$ cat config.mk
export PLATFORM = sky130hd
export DESIGN_NAME = pio_prefetch_post
export DESIGN_NICKNAME = d
export VERILOG_FILES = /design/src/rtl/pio_pf_pkg.sv /design/src/rtl/pio_pf_fifo.sv /design/src/rtl/pio_pf_drvmux.sv /design/src/rtl/pio_prefetch_post.sv
export SDC_FILE = /design/constraint.sdc
export NUM_CORES = 1
export LEC_CHECK = 0
export ABC_CLOCK_PERIOD_IN_PS = 19000
export CAP_MARGIN = 5
export CELL_PAD_IN_SITES_DETAIL_PLACEMENT = 1
export CELL_PAD_IN_SITES_GLOBAL_PLACEMENT = 2
export CORE_MARGIN = 2
export CORE_UTILIZATION = 49
export DETAILED_ROUTE_END_ITERATION = 7
export GPL_TIMING_DRIVEN = 0
export PLACE_DENSITY = 0.91
export SETUP_SLACK_MARGIN = 0.15
export SLEW_MARGIN = 20
export SYNTH_ARGS = -nofsm -noshare
export SYNTH_HDL_FRONTEND = slang
export SYNTH_HIERARCHICAL = 1
export SYNTH_SLANG_ARGS = --single-unit
$ cat constraint.sdc
create_clock -name clk -period 19 [get_ports clk]
set_input_delay 2.85 -clock clk [delete_from_list [all_inputs] [get_ports clk]]
set_output_delay 2.85 -clock clk [all_outputs]
set_load 0.02 [all_outputs]
$ cat src/rtl/pio_pf_pkg.sv
package pio_pf_pkg;
  localparam int PIO_DW = 32;

  typedef enum logic [1:0] {SRC_NONE, SRC_POST, SRC_PF, SRC_HOST} drv_src_e;

  typedef struct packed {
    logic              chan;
    logic              wide;
    logic [PIO_DW-1:0] data;
  } post_ent_t;

  function automatic logic [PIO_DW-1:0] size_mask(input logic wide, input logic [PIO_DW-1:0] d);
    return wide ? d : {{(PIO_DW-16){1'b0}}, d[15:0]};
  endfunction
endpackage

$ cat src/rtl/pio_pf_fifo.sv
module pio_pf_fifo #(
  parameter int W     = 8,
  parameter int DEPTH = 8
) (
  input  logic         clk,
  input  logic         rst_n,
  input  logic         push,
  input  logic         pop,
  input  logic         flush,
  input  logic [W-1:0] din,
  output logic [W-1:0] dout,
  output logic         full,
  output logic         empty
);
  localparam int PW = (DEPTH > 1) ? $clog2(DEPTH) : 1;
  localparam int CW = $clog2(DEPTH + 1);

  logic [W-1:0]  mem [DEPTH];
  logic [PW-1:0] rp, wp;
  logic [CW-1:0] cnt;

  function automatic logic [PW-1:0] nxt(input logic [PW-1:0] p);
    return (p == PW'(DEPTH - 1)) ? '0 : p + 1'b1;
  endfunction

  always_ff @(posedge clk or negedge rst_n) begin
    if (!rst_n) begin
      rp  <= '0;
      wp  <= '0;
      cnt <= '0;
    end else if (flush) begin
      rp  <= '0;
      wp  <= '0;
      cnt <= '0;
    end else begin
      if (push) wp <= nxt(wp);
      if (pop)  rp <= nxt(rp);
      cnt <= cnt + CW'(push) - CW'(pop);
    end
  end

  always_ff @(posedge clk) begin
    if (push && !flush) mem[wp] <= din;
  end

  assign dout  = mem[rp];
  assign full  = (cnt == CW'(DEPTH));
  assign empty = (cnt == '0);

  // never written past capacity
  a_r8_no_overflow: assert property (@(posedge clk) disable iff (!rst_n)
    (push && !pop && !flush) |-> !full);
  // a hit only ever pops held data
  a_r3_no_underflow: assert property (@(posedge clk) disable iff (!rst_n)
    pop |-> !empty);
endmodule

$ cat src/rtl/pio_pf_drvmux.sv
module pio_pf_drvmux
  import pio_pf_pkg::*;
#(
  parameter int REG_W = 3
) (
  input  drv_src_e          src,
  input  post_ent_t         post_head,
  input  logic              pf_chan,
  input  logic              pf_wide,
  input  logic              h_write,
  input  logic              h_chan,
  input  logic [REG_W-1:0]  h_reg,
  input  logic              h_wide,
  input  logic [PIO_DW-1:0] h_wdata,
  output logic              valid,
  output logic              write,
  output logic              chan,
  output logic [REG_W-1:0]  regidx,
  output logic              wide,
  output logic [PIO_DW-1:0] wdata
);
  always_comb begin
    valid  = 1'b1;
    write  = 1'b0;
    chan   = 1'b0;
    regidx = '0;
    wide   = 1'b0;
    wdata  = '0;
    unique case (src)
      SRC_POST: begin
        write = 1'b1;
        chan  = post_head.chan;
        wide  = post_head.wide;
        wdata = post_head.data;
      end
      SRC_PF: begin
        chan = pf_chan;
        wide = pf_wide;
      end
      SRC_HOST: begin
        write  = h_write;
        chan   = h_chan;
        regidx = h_reg;
        wide   = h_wide;
        wdata  = h_wdata;
      end
      default: valid = 1'b0;
    endcase
  end
endmodule

$ cat src/rtl/pio_prefetch_post.sv
module pio_prefetch_post
  import pio_pf_pkg::*;
#(
  parameter int DEPTH        = 8,
  parameter int SECTOR_BYTES = 512,
  parameter int REG_W        = 3
) (
  input  logic              clk,
  input  logic              rst_n,
  input  logic [1:0]        cfg_en,
  input  logic              host_req_valid,
  output logic              host_req_ready,
  input  logic              host_req_write,
  input  logic              host_req_chan,
  input  logic [REG_W-1:0]  host_req_reg,
  input  logic              host_req_wide,
  input  logic [PIO_DW-1:0] host_req_wdata,
  output logic              host_rsp_valid,
  output logic [PIO_DW-1:0] host_rsp_rdata,
  output logic              drv_valid,
  input  logic              drv_ready,
  output logic              drv_write,
  output logic              drv_chan,
  output logic [REG_W-1:0]  drv_reg,
  output logic              drv_wide,
  output logic [PIO_DW-1:0] drv_wdata,
  input  logic [PIO_DW-1:0] drv_rdata,
  output logic              wbuf_full,
  output logic              wbuf_empty,
  output logic              pbuf_full,
  output logic              pbuf_empty
);
  localparam int LW = $clog2(SECTOR_BYTES + 1);
  localparam int PE = $bits(post_ent_t);

  // read-ahead stream state
  logic          pf_active, pf_chan, pf_wide, pf_busy;
  logic [LW-1:0] pf_left;

  post_ent_t         wb_head, wb_in;
  logic [PIO_DW-1:0] pb_dout;
  logic              wb_push, wb_pop, pb_push, pb_pop, discard;
  drv_src_e          src;

  // request classification
  logic is_data, chan_en, req_post, req_hit, req_direct, post_ok, host_acc, demand;
  logic host_direct_want, pf_want, drv_ack;

  assign is_data    = (host_req_reg == '0);
  assign chan_en    = cfg_en[host_req_chan];
  assign req_post   = host_req_write && is_data && chan_en;
  assign req_hit    = !host_req_write && is_data && chan_en && pf_active &&
                      (pf_chan == host_req_chan) && (pf_wide == host_req_wide) &&
                      (!pbuf_empty || pf_left != '0);
  assign req_direct = !req_post && !req_hit;
  assign post_ok    = !wbuf_full && (wbuf_empty || wb_head.chan == host_req_chan);

  assign host_direct_want = host_req_valid && req_direct && wbuf_empty && !pf_busy;
  assign pf_want = pf_active && (pf_left != '0) && !pbuf_full && wbuf_empty &&
                   !(host_req_valid && req_direct);

  always_comb begin
    src = SRC_NONE;
    if (pf_busy)               src = SRC_PF;
    else if (!wbuf_empty)      src = SRC_POST;
    else if (host_direct_want) src = SRC_HOST;
    else if (pf_want)          src = SRC_PF;
  end

  pio_pf_drvmux #(.REG_W(REG_W)) u_mux (
    .src(src), .post_head(wb_head), .pf_chan(pf_chan), .pf_wide(pf_wide),
    .h_write(host_req_write), .h_chan(host_req_chan), .h_reg(host_req_reg),
    .h_wide(host_req_wide), .h_wdata(host_req_wdata),
    .valid(drv_valid), .write(drv_write), .chan(drv_chan), .regidx(drv_reg),
    .wide(drv_wide), .wdata(drv_wdata)
  );

  assign drv_ack = drv_valid && drv_ready;

  always_comb begin
    if (req_post)     host_req_ready = post_ok;
    else if (req_hit) host_req_ready = !pbuf_empty;
    else              host_req_ready = (src == SRC_HOST) && drv_ready;
  end

  assign host_acc = host_req_valid && host_req_ready;
  assign demand   = host_acc && req_direct && !host_req_write && is_data && chan_en;
  assign discard  = host_acc && !req_hit;
  assign wb_push  = host_acc && req_post;
  assign wb_pop   = (src == SRC_POST) && drv_ready;
  assign pb_pop   = host_acc && req_hit;
  assign pb_push  = (src == SRC_PF) && drv_ready && pf_active && !discard;

  assign wb_in = '{chan: host_req_chan, wide: host_req_wide, data: host_req_wdata};

  pio_pf_fifo #(.W(PE), .DEPTH(DEPTH)) u_post (
    .clk(clk), .rst_n(rst_n), .push(wb_push), .pop(wb_pop), .flush(1'b0),
    .din(wb_in), .dout(wb_head), .full(wbuf_full), .empty(wbuf_empty)
  );

  pio_pf_fifo #(.W(PIO_DW), .DEPTH(DEPTH)) u_ahead (
    .clk(clk), .rst_n(rst_n), .push(pb_push), .pop(pb_pop), .flush(discard),
    .din(size_mask(pf_wide, drv_rdata)), .dout(pb_dout),
    .full(pbuf_full), .empty(pbuf_empty)
  );

  always_ff @(posedge clk or negedge rst_n) begin
    if (!rst_n) begin
      pf_active <= 1'b0;
      pf_chan   <= 1'b0;
      pf_wide   <= 1'b0;
      pf_left   <= '0;
      pf_busy   <= 1'b0;
    end else begin
      pf_busy <= (src == SRC_PF) && !drv_ready;
      if (demand) begin
        pf_active <= 1'b1;
        pf_chan   <= host_req_chan;
        pf_wide   <= host_req_wide;
        pf_left   <= host_req_wide ? LW'(SECTOR_BYTES - 4) : LW'(SECTOR_BYTES - 2);
      end else if (discard) begin
        pf_active <= 1'b0;
      end else if (pb_push) begin
        pf_left <= pf_left - (pf_wide ? LW'(4) : LW'(2));
      end
    end
  end

  always_ff @(posedge clk or negedge rst_n) begin
    if (!rst_n) begin
      host_rsp_valid <= 1'b0;
      host_rsp_rdata <= '0;
    end else begin
      host_rsp_valid <= host_acc && !host_req_write;
      if (host_acc && !host_req_write)
        host_rsp_rdata <= req_hit ? pb_dout : size_mask(host_req_wide, drv_rdata);
    end
  end

  // drive request held stable until acknowledged
  a_r6_drv_hold: assert property (@(posedge clk) disable iff (!rst_n)
    (drv_valid && !drv_ready) |=> (drv_valid &&
      $stable({drv_write, drv_chan, drv_reg, drv_wide, drv_wdata})));
  // unrelated accesses only after posted data has drained
  a_r7_drain_first: assert property (@(posedge clk) disable iff (!rst_n)
    (host_acc && req_direct) |-> (wbuf_empty && drv_ack));
  // a response pulse follows an accepted read
  a_r12_rsp_after_read: assert property (@(posedge clk) disable iff (!rst_n)
    host_rsp_valid |-> $past(host_req_valid && host_req_ready && !host_req_write));
  // flags never contradict
  a_r11_flags: assert property (@(posedge clk) disable iff (!rst_n)
    !(wbuf_full && wbuf_empty) && !(pbuf_full && pbuf_empty));
endmodule

## Word level (Yosys, flattened, before mapping)

Memory sizes are Yosys's and may differ from the RTL's.
Index checks and enable logic that the tools add are counted.

- Bits in latches: 0
- Bits in read-only memories: 0
- Memories: 2
- Bits in registers: 67
- Bits in writable memories: 528

Memories:

| name | depth | width | read ports | clocked after memory_dff | wr ports | line | source |
|---|---|---|---|---|---|---|---|
| u_post.mem | 8 | 34 | 1 | 0 | 1 | pio_pf_fifo.sv:18 | `logic [W-1:0] mem [DEPTH];` |
| u_ahead.mem | 8 | 32 | 1 | 0 | 1 | pio_pf_fifo.sv:18 |  |

- Multipliers: 0
- Muxes and demuxes: 37
- Eq/ne operators: 13
- Bitwise operators: 0
- Divide/modulo/power cells: 0
- Reduce and logical (&&, ||, !) cells: 55
- $lt $le $gt $ge: 1
- Shift operators: 0
- Add/subtract/negate cells: 9

Operators with widths:

| kind | count |
|---|---|
| $mux 32 | 3 |
| $pmux 32 s2 | 1 |
| $logic_and 1x1->1 | 33 |
| $mux 10 | 3 |
| $mux 3 | 10 |
| $add 3x1->3 const B | 4 |
| $eq 3x3->1 const B | 4 |
| $mux 1 | 11 |
| $logic_not 1->1 | 10 |
| $mux 2 | 5 |
| $reduce_bool 10->1 | 1 |
| $sub 10x3->10 | 1 |
| $add 4x1->4 | 2 |
| $eq 4x4->1 const B | 2 |
| $logic_not 4->1 | 2 |
| $reduce_bool 2->1 | 4 |
| $sub 4x1->4 | 2 |
| $pmux 1 s3 | 2 |
| $eq 2x2->1 const B | 2 |
| $mux 4 | 1 |
| $eq 1x1->1 | 3 |
| $logic_not 3->1 | 1 |
| $reduce_or 3->1 | 1 |
| $eq 2x1->1 const B | 1 |
| other kinds (5) | 6 |

## Longest topological paths before layout

- Word-level depth: 27
- Mapped depth: 15
- Mapped depth without buffers: 14

## Modules after synthesis

The synthesis kept the hierarchy.

Modules (own cells, without submodules):

| module | cells an instance | sequential area each (um2) | times used | area each (um2) |
|---|---|---|---|---|
| pio_pf_fifo at u_post | 462 | 8418.1 | 1 | 10885.4 |
| pio_pf_fifo at u_ahead | 439 | 7937.6 | 1 | 10373.7 |
| pio_prefetch_post | 296 | 1151.1 | 1 | 2642.5 |
| pio_pf_drvmux | 84 | 0.0 | 1 | 659.4 |

## Least setup slack after synthesis

OpenSTA, ideal clock, no wires.

- Path kind: in2reg
- Start point: input host_req_wide
- End point: memory u_ahead/mem[2][0] in the netlist's numbering (enable)
- Cell stages on the path: 9
- Path buffers: 2
- Data arrival time: 7684 ps
- Required time: 18499 ps
- Path slack: 10815 ps
- Cells stage by stage: buf_2 xnor2_1 and4_1 a21oi_1 o21ai_1 and2_1 clkbuf_1 nand2_1 nor4_1

- Cells in the longest elaborated chain, start to end: 23
- Elaborated cells between the ends (all ways): 28

Ends and longest elaborated chain:

| element | line | source |
|---|---|---|
| start: declaration | pio_prefetch_post.sv:16 | `input logic host_req_wide,` |
| $eq 1x1->1 (*) | pio_prefetch_post.sv:53 | `(pf_chan == host_req_chan) && (pf_wide == host_req_wide) &&` |
| $logic_and 1x1->1 (*) (2 in a row) | pio_prefetch_post.sv:53 |  |
| $logic_not 1->1 | pio_prefetch_post.sv:55, pio_prefetch_post.sv:88 |  |
| $logic_and 1x1->1 | pio_prefetch_post.sv:55 | `assign req_direct = !req_post && !req_hit;` |
| $logic_and 1x1->1 | pio_prefetch_post.sv:58, pio_prefetch_post.sv:60 |  |
| $logic_not 1->1 | pio_prefetch_post.sv:60 | `!(host_req_valid && req_direct);` |
| $logic_and 1x1->1 | pio_prefetch_post.sv:59 | `assign pf_want = pf_active && (pf_left != '0) && !pbuf_full && wbuf_empty &&` |
| $mux 2 | pio_prefetch_post.sv:67 | `else if (pf_want) src = SRC_PF;` |
| [... 7 more ...] | -- |  |
| $logic_and 1x1->1 | pio_prefetch_post.sv:86 | `assign host_acc = host_req_valid && host_req_ready;` |
| $logic_and 1x1->1 | pio_prefetch_post.sv:88 | `assign discard = host_acc && !req_hit;` |
| $logic_not 1->1 | pio_prefetch_post.sv:92 | `assign pb_push = (src == SRC_PF) && drv_ready && pf_active && !discard;` |
| $logic_and 1x1->1 (*) | pio_prefetch_post.sv:92 |  |
| net pb_push | pio_prefetch_post.sv:42 | `logic wb_push, wb_pop, pb_push, pb_pop, discard;` |
| $logic_and 1x1->1 (*) | pio_pf_fifo.sv:43 | `if (push && !flush) mem[wp] <= din;` |
| $mux 1 (*) | pio_pf_fifo.sv:43 |  |
| $mux 1 (implied by the code) (*) | pio_pf_fifo.sv:43 |  |
| end: declaration | pio_pf_fifo.sv:18 |  |

The timed path passes the listed nets; every way through them passes the cells marked *.

## Worst setup path in the final report

- Start point: input host_req_wide
- End point: output drv_wdata[24]

- Elaborated cells between the ends (all ways): 17

RTL lines:

| element | line | source |
|---|---|---|
| $eq 1x1->1 (*) | pio_prefetch_post.sv:53 |  |
| $logic_and 1x1->1 (*) (2 in a row) | pio_prefetch_post.sv:53 |  |
| $logic_not 1->1 (*) | pio_prefetch_post.sv:55 |  |
| $logic_and 1x1->1 (*) | pio_prefetch_post.sv:55 |  |
| $logic_and 1x1->1 (*) (3 in a row) | pio_prefetch_post.sv:58 | `assign host_direct_want = host_req_valid && req_direct && wbuf_empty && !pf_busy;` |
| $mux 2 (*) | pio_prefetch_post.sv:66 | `else if (host_direct_want) src = SRC_HOST;` |
| $mux 2 (*) | pio_prefetch_post.sv:65 | `else if (!wbuf_empty) src = SRC_POST;` |
| $mux 2 (*) | pio_prefetch_post.sv:64 | `if (pf_busy) src = SRC_PF;` |
| net src[0] | pio_prefetch_post.sv:43 | `drv_src_e src;` |
| $eq 2x2->1 / $eq 2x1->1 (equally long branches) | pio_pf_drvmux.sv:29 | `unique case (src)` |
| $pmux 32 s2 (*) | pio_pf_drvmux.sv:29 |  |
| end: declaration | pio_prefetch_post.sv:26 | `output logic [PIO_DW-1:0] drv_wdata,` |

Marks and branches as above.

==> run_results.csv <==
group,metric,value,unit
floorplanning,dieHeight,228,um
sta,slew_headroom,0.352,
critical_path,cp-end-kind,"output port",
clocking,cts_setup_buffers,0,
cells_and_area,instances_no_fill,2292,
power_and_ir_drop,vdd_ir_drop_max,0.0000917,V
placed_design,io_buffers,152,
yosys,synth_common_cells,"edfxtp_1, mux4_2, dfrtp_1",
critical_path,critical_path.max_fanout,10,
cells_and_area,drive_above_1_share,0.250,
global_routing,gr-total-overflow,0,
detailed_routing,wire_per_inst,28.3,um
placed_design,dp.cells,2184,
clocking,clk_latency,0.65,ns
yosys,yosysTopAreaCellShare,0.646,
sta,post-route-period-util,0.536,
clocking,cts_root_buffer,"clkbuf_16",
critical_path,arrival,7.33,ns
sta,rsz0062_at_grt,"false",
sta,maxSlewViolCount,0,
yosys,synthArstFlopShare,0.111,
critical_path,path_buf_inv,5,
cells_and_area,finish.utilization,0.595,
floorplanning,row_count,82,
sta,hold_viol,0,
clocking,cts_buffers,57,
floorplanning,die_width,228,um
detailed_routing,drt_pass1_iterations,5,
detailed_routing,dr_total_vias,13600,
floorplanning,dieArea,51900,um^2
clocking,cts-htree-levels,2,
yosys,avgSynthCellArea,19.2,um^2
yosys,yosysUniqueCellTypes,58,
yosys,ys_ff_latch,594,
clocking,cts_hold_buf,0,
sta,setup_viol,0,
run_status,status,"completed",
sta,setup_tns,0,ns
clocking,cts_tree,"built",
detailed_routing,drc_errors,0,
flow_run,drv_cap,0,
power_and_ir_drop,power_per_cell_area,129,nW/um^2
yosys,synth.most_common_cell,"edfxtp_1",
hold_path,hold_path.class,"reg -> reg",
global_routing,grt_pass1_wl,98200,um
cells_and_area,fin_nets,1671,
detailed_routing,routed_wl,64900,um
detailed_routing,vias_per_cell,5.92,
critical_path,crit_slowest_cell,"clkdlybuf4s50_1",
sta,finClkSkew,0.0593,ns
yosys,ys_warn_count,6,
placed_design,gp_congestion,0.772,
clocking,cts.clk_slew.worst_paths,0.06,ns
global_routing,grt_max_degree,43,
floorplanning,initial_utilization,0.493,
sta,worst_pin_slew,0.970,ns
placed_design,dp_hpwl,42900,um
yosys,synth_top_area_cell,"edfxtp_1",
critical_path,max_stage_delay,0.70,ns
clocking,ctsLongestPathBuffers,3,
critical_path,cp.required,16.15,ns
cells_and_area,syn_to_final_growth,20.7,%
floorplanning,io_pins,153,
yosys,synth_edf_count,528,
power_and_ir_drop,p_leak,10.1,nW
critical_path,setup.worst_path.class,"in -> out",
detailed_routing,drt-initial-drc-count,1134,
critical_path,cp_cell_sequence,"clkdlybuf4s50_1 -> buf_2 -> xnor2_1 -> and4_1 -> a21oi_1 -> o21ai_0 -> a21oi_1 -> buf_2 -> clkbuf_1 -> nor2b_1 -> clkdlybuf4s50_1",
detailed_routing,antenna_left,0,
sta,period_needed,10.18,ns
yosys,syn_inst,1281,
global_routing,grt_usage,0.255,
global_routing,antenna_found_initial,2,
global_routing,grt_pass1_vias,15000,
critical_path,cp-start-kind,"input port",
yosys,ys_seq_area_frac,0.713,
sta,hold_slack,0.493,ns
yosys,synth-main-ff-cell,"edfxtp_1",
floorplanning,core_area,49900,um^2
yosys,synth_area,24600,um^2
clocking,clock_sinks,594,
yosys,ys_top_cells_by_area,"edfxtp_1, mux4_2, dfrtp_1, mux2_2, mux2i_1",
clocking,ctsResizeCount,0,
sta,max_freq,98.2,MHz
critical_path,cp_top_family,"buffers and inverters",
## registers in the layout (all words and copies together) (netlist names)
name and cells:
u_post/mem 272, u_ahead/mem 256, host_rsp_rdata 32, pf_left 9, u_ahead/cnt 4, u_post/cnt 4
u_ahead/rp 3, u_ahead/wp 3, u_post/rp 3, u_post/wp 3, host_rsp_valid 1, pf_active 1
pf_busy 1, pf_chan 1, pf_wide 1
## report_power, final
part           switching (mW)  internal (mW)
Clock                   0.501          0.693
Combinational           0.579          0.462
Sequential             0.0562           1.52
Total                    1.14           2.68
## layer usage
metal | up-vias | routed length, um | track usage
met3 | 149 | 4170 | 0.0520
met1 | 7195 | 24700 | 0.319
met2 | 510 | 34100 | 0.443
li1 | 5708 | - | -
met5 | - | 9 | 0
met4 | 2 | 2010 | 0.0884
## area by class of cell
type	instances	area (um^2)
Fill cell	4445	20200
Clock buffer	68	1480
Sequential cell	594	17500
Timing Repair Buffer	225	2160
Multi-Input combinational cell	602	6650
Tap cell	672	841
Antenna cell	2	5.00
Buffer	71	443
Clock inverter	38	487
Inverter	20	75.1
## path summary, 6_finish.rpt
kind	start	to	slack, ns	cells past startpoint
max	host_req_wide	drv_wdata[24]	8.82	11
min	host_rsp_rdata[9]$_DFFE_PN0P_	host_rsp_rdata[9]$_DFFE_PN0P_	0.49	2
max reg2reg	u_post/rp[2]$_DFFE_PN0P_	u_post/mem[1][2]$_DFFE_PP_	13.51	13
min reg2reg	host_rsp_rdata[9]$_DFFE_PN0P_	host_rsp_rdata[9]$_DFFE_PN0P_	0.49	2
max in group asynchronous	rst_n	pf_left[5]$_DFFE_PN0P_	16.22	2
min in group asynchronous	rst_n	host_rsp_rdata[12]$_DFFE_PN0P_	2.14	1
## cells by family after synthesis
family,share of synthesized area
adder cells (fa/ha/maj),0.0131
buffers and inverters,0.0211
multiplexers,0.182
XOR/XNOR,0.00285
AO/OA/AOI/OAI,0.0203
other,0.000153
flip-flops,0.713
AND/OR/NAND/NOR,0.0482
## per-stage QoR
stage,total power [mW],cell area (um^2),setup slack (ns)
2_1_floorplan,2.19,24600,10.82
3_3_place_gp,2.57,26900,6.05
3_5_place_dp,2.63,27700,8.86
4_1_cts,3.84,29600,8.85
5_1_grt,3.95,29600,8.61
6_report,3.81,29700,8.82
## worst register-to-register path, cell delays in order (launching register included)
cell,delay (ns)
dfrtp_1,0.33
clkbuf_1,0.28
clkbuf_1,0.63
mux4_2,0.41
mux2_2,0.33
xor2_1,0.18
a211o_1,0.32
a21oi_1,0.24
nand2_1,0.15
nor3_1,0.42
clkbuf_1,0.39
or3b_2,0.55
nor2_4,0.65
buf_16,0.26
## cell usage in the layout (no fill, tap or decap), types with 4 or more instances in the layout
master / n
a21oi_1: 27
a31oi_1: 4
and2_1: 18
and3_1: 25
buf_12: 6
buf_16: 5
buf_2: 43
buf_4: 44
buf_6: 15
bufinv_16: 10
clkbuf_1: 38
clkbuf_16: 57
clkdlybuf4s50_1: 151
clkinv_1: 12
clkinv_2: 10
conb_1: 7
dfrtp_1: 66
edfxtp_1: 528
ha_1: 21
inv_1: 20
mux2_2: 57
mux2_4: 10
mux2i_1: 61
mux4_1: 19
mux4_2: 113
nand2_1: 46
nand2b_1: 10
nand3_1: 8
nand3b_1: 5
nand4_1: 6
nor2_1: 27
nor2_4: 4
nor2b_1: 40
nor3_1: 4
nor3_2: 8
nor4_2: 5
o21ai_1: 35
xnor2_1: 6
Power figures use the tool's default switching activity.
